[config.mk]
export PLATFORM = sky130hd
export DESIGN_NAME = scan_test_ctrl
export DESIGN_NICKNAME = d
export VERILOG_FILES = /design/src/rtl/scan_pkg.sv /design/src/rtl/stage_logic_a.sv /design/src/rtl/stage_logic_b.sv /design/src/rtl/scan_stage.sv /design/src/rtl/scan_seq.sv /design/src/rtl/scan_test_ctrl.sv
export SDC_FILE = /design/constraint.sdc
export NUM_CORES = 1
export LEC_CHECK = 0
export ABC_AREA = 1
export BUFFER_PORTS_ARGS = -buffer_cell sky130_fd_sc_hd__buf_2
export CAP_MARGIN = 20
export CORE_UTILIZATION = 55
export DETAILED_ROUTE_END_ITERATION = 7
export MAX_ROUTING_LAYER = met4
export PLACE_DENSITY = 0.78
export SYNTH_ARGS = -nofsm -noshare
export SYNTH_HDL_FRONTEND = slang
export SYNTH_SLANG_ARGS = --single-unit
[constraint.sdc]
create_clock -name clk -period 4.5 [get_ports clk]
set_clock_uncertainty 0.05 [all_clocks]
set_input_delay 0.45 -clock clk [delete_from_list [all_inputs] [get_ports clk]]
set_output_delay 0.45 -clock clk [all_outputs]
set_load 0.05 [all_outputs]
[src/rtl/scan_pkg.sv]
`timescale 1ns/1ps
package scan_pkg;
    typedef enum logic [2:0] {
        ST_IDLE,
        ST_SHIFT_IN,
        ST_CAPTURE,
        ST_SHIFT_OUT,
        ST_DONE
    } seq_state_e;
endpackage

[src/rtl/stage_logic_a.sv]
`timescale 1ns/1ps
module stage_logic_a #(
    parameter int W = 8
) (
    input  logic [W-1:0] x_i,
    output logic [W-1:0] y_o
);
    always_comb begin
        y_o = x_i ^ {x_i[W-2:0], x_i[W-1]};
    end
endmodule

[src/rtl/stage_logic_b.sv]
`timescale 1ns/1ps
module stage_logic_b #(
    parameter int W = 8
) (
    input  logic [W-1:0] x_i,
    output logic [W-1:0] y_o
);
    always_comb begin
        y_o = x_i + {x_i[0], x_i[W-1:1]};
    end
endmodule

[src/rtl/scan_stage.sv]
`timescale 1ns/1ps
module scan_stage #(
    parameter int W = 8
) (
    input  logic         clk,
    input  logic         rst_n,
    input  logic         test_mode_i,
    input  logic [W-1:0] d_i,
    input  logic         scan_in_i,
    output logic [W-1:0] q_o,
    output logic         scan_out_o
);
    logic [W-1:0] q_q;
    logic [W-1:0] q_d;
    logic [W-1:0] ser_in;

    // Each cell: 2:1 mux in front of a flop; serial path runs high bit to low bit
    for (genvar i = 0; i < W; i++) begin : g_cell
        if (i == W-1) begin : g_head
            assign ser_in[i] = scan_in_i;
        end else begin : g_link
            assign ser_in[i] = q_q[i+1];
        end

        always_comb begin
            q_d[i] = test_mode_i ? ser_in[i] : d_i[i];
        end

        always_ff @(posedge clk or negedge rst_n) begin
            if (!rst_n) q_q[i] <= 1'b0;
            else        q_q[i] <= q_d[i];
        end
    end

    assign q_o        = q_q;
    assign scan_out_o = q_q[0];
endmodule

[src/rtl/scan_seq.sv]
`timescale 1ns/1ps
module scan_seq
    import scan_pkg::*;
#(
    parameter int CHAIN_LEN = 16
) (
    input  logic clk,
    input  logic rst_n,
    input  logic start_i,
    output logic test_mode_o,
    output logic done_o
);
    localparam int CNT_W = (CHAIN_LEN > 2) ? $clog2(CHAIN_LEN) : 1;
    localparam logic [CNT_W-1:0] CNT_LAST = CNT_W'(CHAIN_LEN - 1);

    typedef struct packed {
        seq_state_e       state;
        logic [CNT_W-1:0] cnt;
        logic             done;
    } seq_regs_t;

    seq_regs_t r_q, r_d;
    logic      last;

    always_comb begin
        r_d      = r_q;
        r_d.done = 1'b0;
        last     = (r_q.cnt == CNT_LAST);
        case (r_q.state)
            ST_IDLE: begin
                if (start_i) begin
                    r_d.state = ST_SHIFT_IN;
                    r_d.cnt   = '0;
                end
            end
            ST_SHIFT_IN: begin
                r_d.cnt = r_q.cnt + 1'b1;
                if (last) begin
                    r_d.cnt   = '0;
                    r_d.state = ST_CAPTURE;
                end
            end
            ST_CAPTURE: begin
                r_d.state = ST_SHIFT_OUT;
                r_d.cnt   = '0;
            end
            ST_SHIFT_OUT: begin
                r_d.cnt = r_q.cnt + 1'b1;
                if (last) begin
                    r_d.cnt   = '0;
                    r_d.done  = 1'b1;
                    r_d.state = start_i ? ST_CAPTURE : ST_DONE;
                end
            end
            ST_DONE: begin
                r_d.state = ST_IDLE;
            end
            default: begin
                r_d.state = ST_IDLE;
                r_d.cnt   = '0;
            end
        endcase
    end

    always_ff @(posedge clk or negedge rst_n) begin
        if (!rst_n) begin
            r_q.state <= ST_IDLE;
            r_q.cnt   <= '0;
            r_q.done  <= 1'b0;
        end else begin
            r_q <= r_d;
        end
    end

    assign test_mode_o = (r_q.state == ST_SHIFT_IN) || (r_q.state == ST_SHIFT_OUT);
    assign done_o      = r_q.done;

    assert_start_enters_shift_R4: assert property (@(posedge clk) disable iff (!rst_n)
        (r_q.state == ST_IDLE && start_i) |=> test_mode_o);

    assert_cnt_range_R4: assert property (@(posedge clk) disable iff (!rst_n)
        r_q.cnt <= CNT_LAST);

    assert_capture_single_R5: assert property (@(posedge clk) disable iff (!rst_n)
        (r_q.state == ST_CAPTURE) |=> test_mode_o);

    assert_done_pulse_R7: assert property (@(posedge clk) disable iff (!rst_n)
        done_o |=> !done_o);

    assert_busy_ignores_start_R9: assert property (@(posedge clk) disable iff (!rst_n)
        (r_q.state == ST_SHIFT_IN && r_q.cnt != CNT_LAST) |=> (r_q.state == ST_SHIFT_IN));
endmodule

[src/rtl/scan_test_ctrl.sv]
`timescale 1ns/1ps
module scan_test_ctrl #(
    parameter int W = 8
) (
    input  logic         clk,
    input  logic         rst_n,
    input  logic         start_i,
    input  logic         scan_in_i,
    input  logic [W-1:0] sys_in_i,
    output logic [W-1:0] sys_out_o,
    output logic         scan_out_o,
    output logic         test_mode_o,
    output logic         done_o
);
    localparam int CHAIN_LEN = 2 * W;

    logic [W-1:0] logic_a_out;
    logic [W-1:0] logic_b_out;
    logic [W-1:0] stage_a_q;
    logic         link_ab;

    stage_logic_a #(.W(W)) u_logic_a (.x_i(sys_in_i), .y_o(logic_a_out));

    scan_stage #(.W(W)) u_stage_a (
        .clk        (clk),
        .rst_n      (rst_n),
        .test_mode_i(test_mode_o),
        .d_i        (logic_a_out),
        .scan_in_i  (scan_in_i),
        .q_o        (stage_a_q),
        .scan_out_o (link_ab)
    );

    stage_logic_b #(.W(W)) u_logic_b (.x_i(stage_a_q), .y_o(logic_b_out));

    scan_stage #(.W(W)) u_stage_b (
        .clk        (clk),
        .rst_n      (rst_n),
        .test_mode_i(test_mode_o),
        .d_i        (logic_b_out),
        .scan_in_i  (link_ab),
        .q_o        (sys_out_o),
        .scan_out_o (scan_out_o)
    );

    scan_seq #(.CHAIN_LEN(CHAIN_LEN)) u_seq (
        .clk        (clk),
        .rst_n      (rst_n),
        .start_i    (start_i),
        .test_mode_o(test_mode_o),
        .done_o     (done_o)
    );

    assert_normal_load_R2: assert property (@(posedge clk) disable iff (!rst_n)
        !test_mode_o |=> (sys_out_o == $past(logic_b_out)));

    assert_scan_path_R3: assert property (@(posedge clk) disable iff (!rst_n)
        test_mode_o |=> (scan_out_o == $past(sys_out_o[1])));

    assert_done_after_shift_R7: assert property (@(posedge clk) disable iff (!rst_n)
        done_o |-> $past(test_mode_o));
endmodule

* Word-level counts from Yosys, hierarchy flattened
Cells that the tools add are included.
** Operators by class
- Add/subtract/negate cells :: 2
- Equal/unequal tests :: 8
- Mux-type cells :: 23
- Bitwise logic cells :: 2
- Reduce and logical (&&, ||, !) cells :: 4
** Operator list (number)
- 1-bit two-way mux :: 17
- 4-bit one-hot mux with 4 select lines :: 1
- 7-bit two-way mux :: 2
- 3-bit one-hot mux with 4 select lines :: 1
- 8-bit adder :: 1
- 8-bit two-way mux :: 1
- 8-bit bitwise XOR :: 1
- 3-bit by 2-bit == test with 1-bit output, second input constant :: 2
- 4-bit by 1-bit adder with 4-bit output, second input constant :: 1
- 4-bit == test, second input constant :: 1
- 2-bit by 1-bit inequality test with 1-bit output, second input constant :: 2
- 3-bit by 1-bit == test with 1-bit output, second input constant :: 1
- 3-bit == test, second input constant :: 1
- 3-bit zero test :: 1
- 3-bit two-way mux :: 1
- 3-bit AND reduction :: 1
- 2-bit inequality test, second input constant :: 1
- 2-bit AND reduction :: 1
- 1-bit logical OR :: 1
- 1-bit inverter :: 1
** Word-level totals
- Register bits after elaboration :: 24
- Input port bits :: 12

* Longest topological paths before layout
Gate-level depths: netlist of the first run.
- Word-level depth :: 3
- Mapped depth :: 8
- Depth with buffers taken out :: 8

* By module
Synthesis of the first run repeated with hierarchy kept, for this count alone.
** Unflattened totals
- Cell total of the unflattened synthesis :: 213
- Area total of the unflattened synthesis :: 1522.7 µm²
** Modules (own cells, without submodules)
- scan_stage :: times used 2, cells each 35, area each 312.8 µm², seq. area each 200.2 µm²
- scan_seq :: times used 1, cells each 51, area each 415.4 µm², seq. area each 200.2 µm²
- stage_logic_b :: times used 1, cells each 60, area each 361.6 µm², seq. area each 0.0 µm²
- stage_logic_a :: times used 1, cells each 32, area each 120.1 µm², seq. area each 0.0 µm²

* Worst setup path after synthesis of the first run
OpenSTA, ideal clock, no wires.
- Path kind :: reg-to-reg
- From :: reg u_stage_a.q_q[1] (netlist: u_stage_a.q_o[1])
- To :: reg u_stage_b.q_q[4] (netlist: u_stage_b.q_o[4])
- Setup time :: 0.066 ns
- Data arrival time :: 1.447 ns
- Data required time :: 4.384 ns
- Path slack :: 2.937 ns
- Stages on the path, launching flop included :: 7
- Path buffers :: 0
- Period minus slack after synthesis :: 1.563 ns
- Cell sequence :: dfrtp_1 > ha_1 > fa_1 > a21oi_1 > xnor2_1 > nand2_1 > nand2_1
** On the way
- Word-level cells in the longest chain between the ends :: 2
** Ends and longest elaborated chain
- from (decl) :: RTL line scan_stage.sv:13 : logic [W-1:0] q_q;
- from (signal, indexed assignment) :: RTL line scan_stage.sv:31 : else q_q[i] <= q_d[i];
- 8-bit adder :: RTL line stage_logic_b.sv:9 : y_o = x_i + {x_i[0], x_i[W-1:1]};
- 1-bit two-way mux :: RTL line scan_stage.sv:26 : q_d[i] = test_mode_i ? ser_in[i] : d_i[i];
- net u_stage_b.q_d[4] :: RTL line scan_stage.sv:14 : logic [W-1:0] q_d;
- to (signal, indexed assignment) :: RTL line scan_stage.sv:31
- to (decl) :: RTL line scan_stage.sv:13
The timed path passes the listed nets, and every way through them passes these cells.
A chain may end at the register's enable or synchronous reset.

* Final worst setup path of the first run
- From :: reg u_seq.r_q[7] in the netlist's numbering
- To :: out test_mode_o
** On the way
- Word-level cells in the longest chain between the ends :: 2
- Elaborated cells between the ends (all ways) :: 3
- Those cells by class :: eq/ne: 2; reduce/logical: 1
** Ends and longest elaborated chain
- from (decl) :: RTL line scan_seq.sv:22 : seq_regs_t r_q, r_d;
- from (signal assigned) :: RTL line scan_seq.sv:71 : r_q <= r_d;
- 3-bit by 1-bit == test with 1-bit output / 3-bit by 2-bit == test with 1-bit output (equally long branches) :: RTL line scan_seq.sv:75 : assign test_mode_o = (r_q.state == ST_SHIFT_IN) || (r_q.state == ST_SHIFT_OUT);
- 1-bit logical OR * :: RTL line scan_seq.sv:75
- to (decl) :: RTL line scan_test_ctrl.sv:12 : output logic test_mode_o,
Mark *: on every way between the ends. The rest lies on a longest branch, timed or not.

==> summary.md, run 1 <==
| Metric | Value |
|---|---|
| Yosys warning total | 0 |
| CTS sink cnt | 24 |
| Syn Std Cell Area | 1370 µm² |
| N_diodes | 0 |
| H-tree depth | 1 |
| Setup Crit Path Kind | reg -> out |
| M1 WL | 1.14 mm |
| Leakage | 0.854 nW |
| TritonCTS clock tree | built |
| Crit path buffers/inverters | 1 |
| Num ports | 23 |
| CP max-delay cell | nor2_4 |
| Post-CTS sizing | 0 |
| IO Port Bufs | 22 |
| Setup Buffers After CTS | 0 |
| Status | complete, no violations |
| First drt pass iteration count | 4 |
| Top sig layer | met4 |
| Drc violations | 0 |
| Worst slew pin tran | 0.603 ns |
| Hold Path Class | in -> async |
| Die height | 51.9 µm |
| Hold violation count in the final report | 0 |
| RSZ-0062 raised after global routing | no |
| Critical path arrival | 1.68 ns |
| Clock transition at path regs | 0.14 ns |
| Drt total wl | 2.49 mm |
| Synth Area in Compound Gates | 0.0905 |
| Final-report setup violation count | 0 |
| Initial Util | 0.601 |
| Clock latency on the worst-skew pair | 0.32 ns |
| Pin count of the biggest net entering global routing | 32 |
| Vias post-DR | 1105 |
| DR iter-0 viols | 23 |
| Multiplexer share of the synthesized area | 0 |
| Cell family with most CP delay | simple AND/OR/NAND/NOR gates |
| Wire length of the first global-routing pass | 4.33 mm |
| Post-Syn Instances | 166 |
| Largest family of logic cells by synthesized area | simple AND/OR/NAND/NOR gates |
| Required @ worst endpoint | 4.00 ns |
| Met3 wire len | 138 µm |
| Max Freq | 459 MHz |
| Gr ovfl total | 0 |
| Post-route clock period utilization | 0.484 |
| CP startpoint kind | flop |
| Hold_ws | 0.0279 ns |
| Num CTS Buffers | 3 |
| Num rows | 17 |
| Count of different cell masters after synthesis | 22 |
| Tmin final | 2.18 ns |
| Peak VDD IR | 447 µV |
| Worst-case clock buffer depth | 2 |
| Dpl cells | 212 |
| Critical-path cell list | nor2_4 -> buf_2 |
| Core area | 2280 µm² |
| Final Non-Filler Cells | 216 |
| Slew margin rel. | 0.597 |
| Pwr Density | 840 nW/µm² |
| Seq/Total Area, Yosys | 0.439 |
| Vias per cell | 5.12 |
| Max-Cap Viols | 0 |
| Met2 Wirelength | 1.18 mm |
| Post-Synth Simple-Gate Area | 0.232 |
| Post-Route Setup TNS | 0 ns |
| Antenna viol nets, final | 0 |
| Initial antenna violation count | 0 |
| Final Wtd Congestion | 0.797 |
| Detail Placement HPWL | 1.91 mm |
| Clock Tree Root | clkbuf_4 |
| P&R area growth vs syn | 12.2% |
| Post-CTS Hold Buffers | 0 |
| Die W | 51.9 µm |
| Slowest cell delay on critical path | 0.52 ns |
| WL/cell | 11.5 µm |
| Mean Syn Cell Area | 8.25 µm² |
| Max FO, Critical Path | 31 |
| Layout cells sized above 1 | 0.176 |
| Die area | 2690 µm² |
| Nets | 210 |
| Synth Net Count | 187 |
| Post-synthesis xor/xnor area fraction | 0.0704 |
| Vias in the first global route | 1030 |
| Post-Synth Adder-Cell Area | 0.0878 |
| Global-route usage over all layers | 0.222 |
| Crit. End Element | primary output |
| Seq cells post-synth | 24 |
| Final slew viol count | 0 |
| Fill count | 174 |
==> kinds of logic (layout without fill, tap and decap cells) <==
family	Yosys count	after routing
simple gates	73	73
buf+inv	25	47
fa+ha+maj	9	9
flops	24	24
compound gates	24	24
xor+xnor	11	11
==> synthesized netlist by cell type <==
| master | n | area, µm² |
|---|---|---|
| nor3_1 | 1 | 5.00 |
| inv_2 | 3 | 11.3 |
| nand4_1 | 1 | 6.26 |
| ha_1 | 8 | 100 |
| fa_1 | 1 | 20.0 |
| xnor2_1 | 11 | 96.3 |
| o2111ai_1 | 1 | 8.76 |
| nor2_4 | 1 | 11.3 |
| o21ai_1 | 1 | 5.00 |
| a21oi_1 | 8 | 40.0 |
| buf_6 | 1 | 11.3 |
| nand2_1 | 54 | 203 |
| o21ai_0 | 14 | 70.1 |
| buf_4 | 2 | 15.0 |
| nand2_2 | 2 | 12.5 |
| and3_1 | 1 | 6.26 |
| nand3_1 | 9 | 45.0 |
| buf_2 | 1 | 5.00 |
| inv_1 | 18 | 67.6 |
| dfrtp_1 | 24 | 601 |
| nor2_1 | 3 | 11.3 |
| nand3_4 | 1 | 17.5 |
==> final timing paths <==
path / start / endpoint / slack (ns) / depth (start not counted)
min in group clk: start_i / u_seq.r_q[7] / 0.27 / 2
max in group asynchronous: rst_n / u_stage_a.q_o[2] / 4.03 / 1
worst min-delay path: rst_n / u_stage_b.q_o[3] / 0.03 / 1
worst max register to register: u_stage_a.q_o[1] / u_stage_b.q_o[4] / 2.77 / 6
worst max-delay path: u_seq.r_q[7] / test_mode_o / 2.32 / 2
worst min register to register: u_stage_b.q_o[3] / u_stage_b.q_o[2] / 0.45 / 2
==> power by group <==
| group | internal (W) | switching, W |
|---|---|---|
| sequential | 0.000312 | 0.0000737 |
| combinational | 0.000246 | 0.000502 |
| clock | 0.0000901 | 0.0000670 |
| total | 0.000648 | 0.000642 |
==> state kept, by name (all words and copies together), names as in the netlist <==
register,flops
u_seq.r_q,7
u_stage_a.q_o,7
u_stage_b.q_o,7
u_seq.done_o,1
u_stage_a.scan_out_o,1
u_stage_b.scan_out_o,1
==> cell usage in the layout, fill, tap and decap left out <==
master and instances:
a21oi_1 8, and3_1 1, buf_2 22, bufinv_16 1, clkbuf_4 3, dfrtp_1 24, fa_1 1, ha_1 8
inv_1 18, inv_2 3, nand2_1 54, nand2_2 2, nand3_1 9, nand3_4 1, nand4_1 1, nor2_1 3
nor2_4 1, nor3_1 1, o2111ai_1 1, o21ai_0 14, o21ai_1 1, xnor2_1 11
==> area by class of cell <==
| cell class | count | area [µm²] | share of cell area |
|---|---|---|---|
| well taps | 28 | 35.0 | 0.0228 |
| multi-input cells | 117 | 658 | 0.429 |
| inverters | 21 | 78.8 | 0.0513 |
| repair buffers | 22 | 110 | 0.0717 |
| flip-flops and latches | 24 | 601 | 0.391 |
| clock buffers | 3 | 22.5 | 0.0147 |
| clock inverters | 1 | 30.0 | 0.0196 |
==> metrics by stage <==
step | cell area (µm²) | utilization | setup WS [ns] | power, W
after floorplan | 1370 | - | 2.94 | 0.000984
after global placement | 1480 | 0.651 | 2.72 | 0.00109
after detailed placement | 1480 | 0.651 | 2.70 | 0.00113
after CTS | 1540 | 0.675 | 2.33 | 0.00129
after global routing | 1540 | 0.675 | 2.18 | 0.00141
final | 1540 | 0.675 | 2.32 | 0.00129
==> metal layers <==
metal / vias to the layer above / track usage
met4: 0 / 0.0676
met3: 4 / 0.0380
li1: 572 / -
met5: - / -
met2: 45 / 0.370
met1: 484 / 0.274
(Power assumes the default switching activity.)
==> inputs of run 2 (changes only) <==
--- a/config.mk
+++ b/config.mk
@@ -8,10 +8,10 @@
 export ABC_AREA = 1
 export BUFFER_PORTS_ARGS = -buffer_cell sky130_fd_sc_hd__buf_2
 export CAP_MARGIN = 20
-export CORE_UTILIZATION = 55
+export CORE_UTILIZATION = 49
 export DETAILED_ROUTE_END_ITERATION = 7
 export MAX_ROUTING_LAYER = met4
-export PLACE_DENSITY = 0.78
+export PLACE_DENSITY = 0.74
 export SYNTH_ARGS = -nofsm -noshare
 export SYNTH_HDL_FRONTEND = slang
 export SYNTH_SLANG_ARGS = --single-unit
==> constraint.sdc (replaced) <==
create_clock -name clk -period 2 [get_ports clk]
set_clock_uncertainty 0.05 [all_clocks]
set_input_delay 0.2 -clock clk [delete_from_list [all_inputs] [get_ports clk]]
set_output_delay 0.2 -clock clk [all_outputs]
set_load 0.05 [all_outputs]
==> run 2 against run 1 <==
Effect of this change: worst setup slack got worse by 2.0 ns; die area rose by 12%; highest routed layer unchanged; sequential cell count did not move; critical path type is now reg -> reg.
==> summary.md, run 2 (synthesis gave the netlist of run 1 again) <==
| Metric | Value |
|---|---|
| CP startpoint kind | flop |
| TritonCTS clock tree | built |
| Met2 Usage GRT | 0.329 (-0.0403) |
| Max Freq | 586 MHz |
| Hold_sp | start_i |
| Setup Crit Path Kind | reg -> reg |
| Post-layout util | 0.606 (-0.0688) |
| First drt pass iteration count | 4 (unchanged) |
| Crit path buffers/inverters | 0 (-1) |
| Max-Cap Viols | 0 (unchanged) |
| Commonest non-fill, non-tap cell in the layout | nand2_1 |
| H-tree depth | 1 (unchanged) |
| Critical path arrival | 1.91 ns (+0.23 ns) |
| WL/cell | 11.1 µm (-3.9%) |
| Final slew viol count | 0 (unchanged) |
| Hold violation count in the final report | 0 (unchanged) |
| Switching share of power | 0.491 (-0.00693) |
| Pre-CTS setup slack | 0.351 ns (-2.35 ns) |
| P&R area growth vs syn | 13.6% |
| Comb pwr share | 0.579 (about the same) |
| RR Startpoint | u_stage_a.q_o[1] |
| Hold depth | 2 |
| Initial Util | 0.533 (-0.0683) |
| Antenna viol nets, final | 0 (unchanged) |
| Most frequent CP cell | nand2_1 |
| Detail Placement HPWL | 1.89 mm (-0.83%) |
| Wire length of the first global-routing pass | 4.21 mm (-2.7%) |
| Max FO, Critical Path | 4 (-87%) |
| Core area | 2570 µm² (+13%) |
| Peak VDD IR | 1170 µV (+160%) |
| Busiest grt layer | met2 |
| N_diodes | 0 (unchanged) |
| Commonest cells after routing, fill and taps aside | nand2_1, dfrtp_1, buf_2 |
| Sw Pwr | 0.00141 W (+120%) |
| Initial antenna violation count | 0 (unchanged) |
| Critical-path cell list | ha_1 -> fa_1 -> a21oi_1 -> xnor2_1 -> nand2_1 -> nand2_1 |
| CTS sink cnt | 24 (unchanged) |
| Required @ worst endpoint | 2.21 ns (-1.79 ns) |
| Power Internal | 0.00146 W (+130%) |
| Drt total wl | 2.43 mm (-2.1%) |
| Crit. End Element | flop |
| Worst-case clock buffer depth | 2 (unchanged) |
| Die height | 54.9 µm (+5.7%) |
| Worst R2R Setup Slack | 0.29 ns (-2.48 ns) |
| Gr ovfl total | 0 (unchanged) |
| Setup WS post-layout | 0.295 ns (-2.03 ns) |
| Clock latency on the worst-skew pair | 0.32 ns (about the same) |
| Fill count | 256 (+47%) |
| Status | complete, no violations |
| DR iter-0 viols | 11 (-52%) |
| CP max-delay cell | dfrtp_1 |
| Pin count of the biggest net entering global routing | 25 (-22%) |
| Final Wtd Congestion | 0.936 (+17%) |
| Final-report setup violation count | 0 (unchanged) |
| Sequential Power Share | 0.300 (about the same) |
| Setup Buffers After CTS | 0 (unchanged) |
| Num CTS Buffers | 3 (unchanged) |
| Worst slew pin tran | 0.532 ns (-0.0714 ns) |
| Hold_ws | 0.0244 ns (-0.00347 ns) |
| Clock Tree Root | clkbuf_4 |
| Nets | 212 (+0.95%) |
| Vias post-DR | 1117 (+1.1%) |
| Hold Path Class | in -> reg |
| Clk pwr share | 0.121 (about the same) |
| RSZ-0062 raised after global routing | no |
| Hold EP | u_seq.r_q[7] |
| Tmin final | 1.71 ns |
| Num rows | 18 (+1) |
| Met1 usage | 0.252 (-0.0216) |
| Global-route usage over all layers | 0.204 (-0.0182) |
| Vias in the first global route | 1021 (-0.87%) |
| Die W | 54.9 µm (+5.7%) |
| Layout cells sized above 1 | 0.179 (+0.00342) |
| Post-route clock period utilization | 0.853 |
| Post-Route Setup TNS | 0 ns (unchanged) |
| Pwr Density | 1850 nW/µm² (+120%) |
| Vias per cell | 5.08 (-0.75%) |
| FF-to-FF path depth | 6 (unchanged) |
| Slowest cell delay on critical path | 0.46 ns (-0.06 ns) |
| Leakage | 0.863 nW (+1.0%) |
| Routing usage on met3 | 0.0250 (-0.0130) |
| Drc violations | 0 (unchanged) |
| Cell family with most CP delay | adder cells |
| Clock transition at path regs | 0.13 ns (about the same) |
| Die area | 3010 µm² (+12%) |
| Final Cell Area | 1560 µm² (+1.3%) |
| Reg2reg end | u_stage_b.q_o[4] |
| Slew margin rel. | 0.645 (+0.0485) |
| Num ports | 23 (unchanged) |
| Post-DP Area | 1490 µm² (+0.68%) |
| IO Port Bufs | 22 (unchanged) |
==> run 2: layout make-up <==
cell class / instances / area (µm²) / share of cell area
well taps: 30 / 37.5 / 0.0241
inverters: 21 / 78.8 / 0.0507
clock buffers: 3 / 22.5 / 0.0145
repair buffers: 24 / 128 / 0.0821
multi-input cells: 117 / 658 / 0.423
clock inverters: 1 / 30.0 / 0.0193
flip-flops and latches: 24 / 601 / 0.386
==> run 2: how the worst max path moves through the flow <==
stage	to	slack, ns	from	depth (start not counted)
2_1_floorplan	u_stage_b.q_o[4]	0.44	u_stage_a.q_o[1]	6
3_3_place_gp	u_stage_b.q_o[4]	0.39	u_stage_a.q_o[1]	6
3_5_place_dp	u_stage_b.q_o[4]	0.35	u_stage_a.q_o[1]	6
4_1_cts	u_stage_b.q_o[4]	0.31	u_stage_a.q_o[1]	6
5_1_grt	u_stage_b.q_o[4]	0.23	u_stage_a.q_o[1]	6
6_report	u_stage_b.q_o[4]	0.29	u_stage_a.q_o[1]	6
==> run 2: per-stage QoR <==
stage	power [W]	std cells
finish	0.00288	220
global route	0.00318	220
CTS	0.00290	220
detailed placement	0.00253	215
global placement	0.00248	215
floorplan	0.00221	166
==> run 2: power groups by stage <==
stage                     clock [W]  combinational (W)  sequential (W)
final                      0.000347            0.00167        0.000863
after global routing       0.000373            0.00190        0.000906
after CTS                  0.000363            0.00168        0.000863
after detailed placement          0            0.00166        0.000875
after global placement            0            0.00162        0.000862
after floorplan                   0            0.00109         0.00112
==> run 2: timing repair <==
item,in CTS,in global routing
gates resized for setup,0,0
endpoints found under the hold margin,24,0
hold buffers,1,0
==> run 2: worst register-to-register path, stage by stage (launching register included) <==
cell and delay, ns:
dfrtp_1 0.46, ha_1 0.25, fa_1 0.44, a21oi_1 0.20, xnor2_1 0.13, nand2_1 0.06, nand2_1 0.05
==> run 2: per-layer routing <==
metal,part of all wire,wire length (µm)
met1,0.48,1160
met5,0,0
met3,0.031,75
met4,0.018,45
met2,0.47,1150
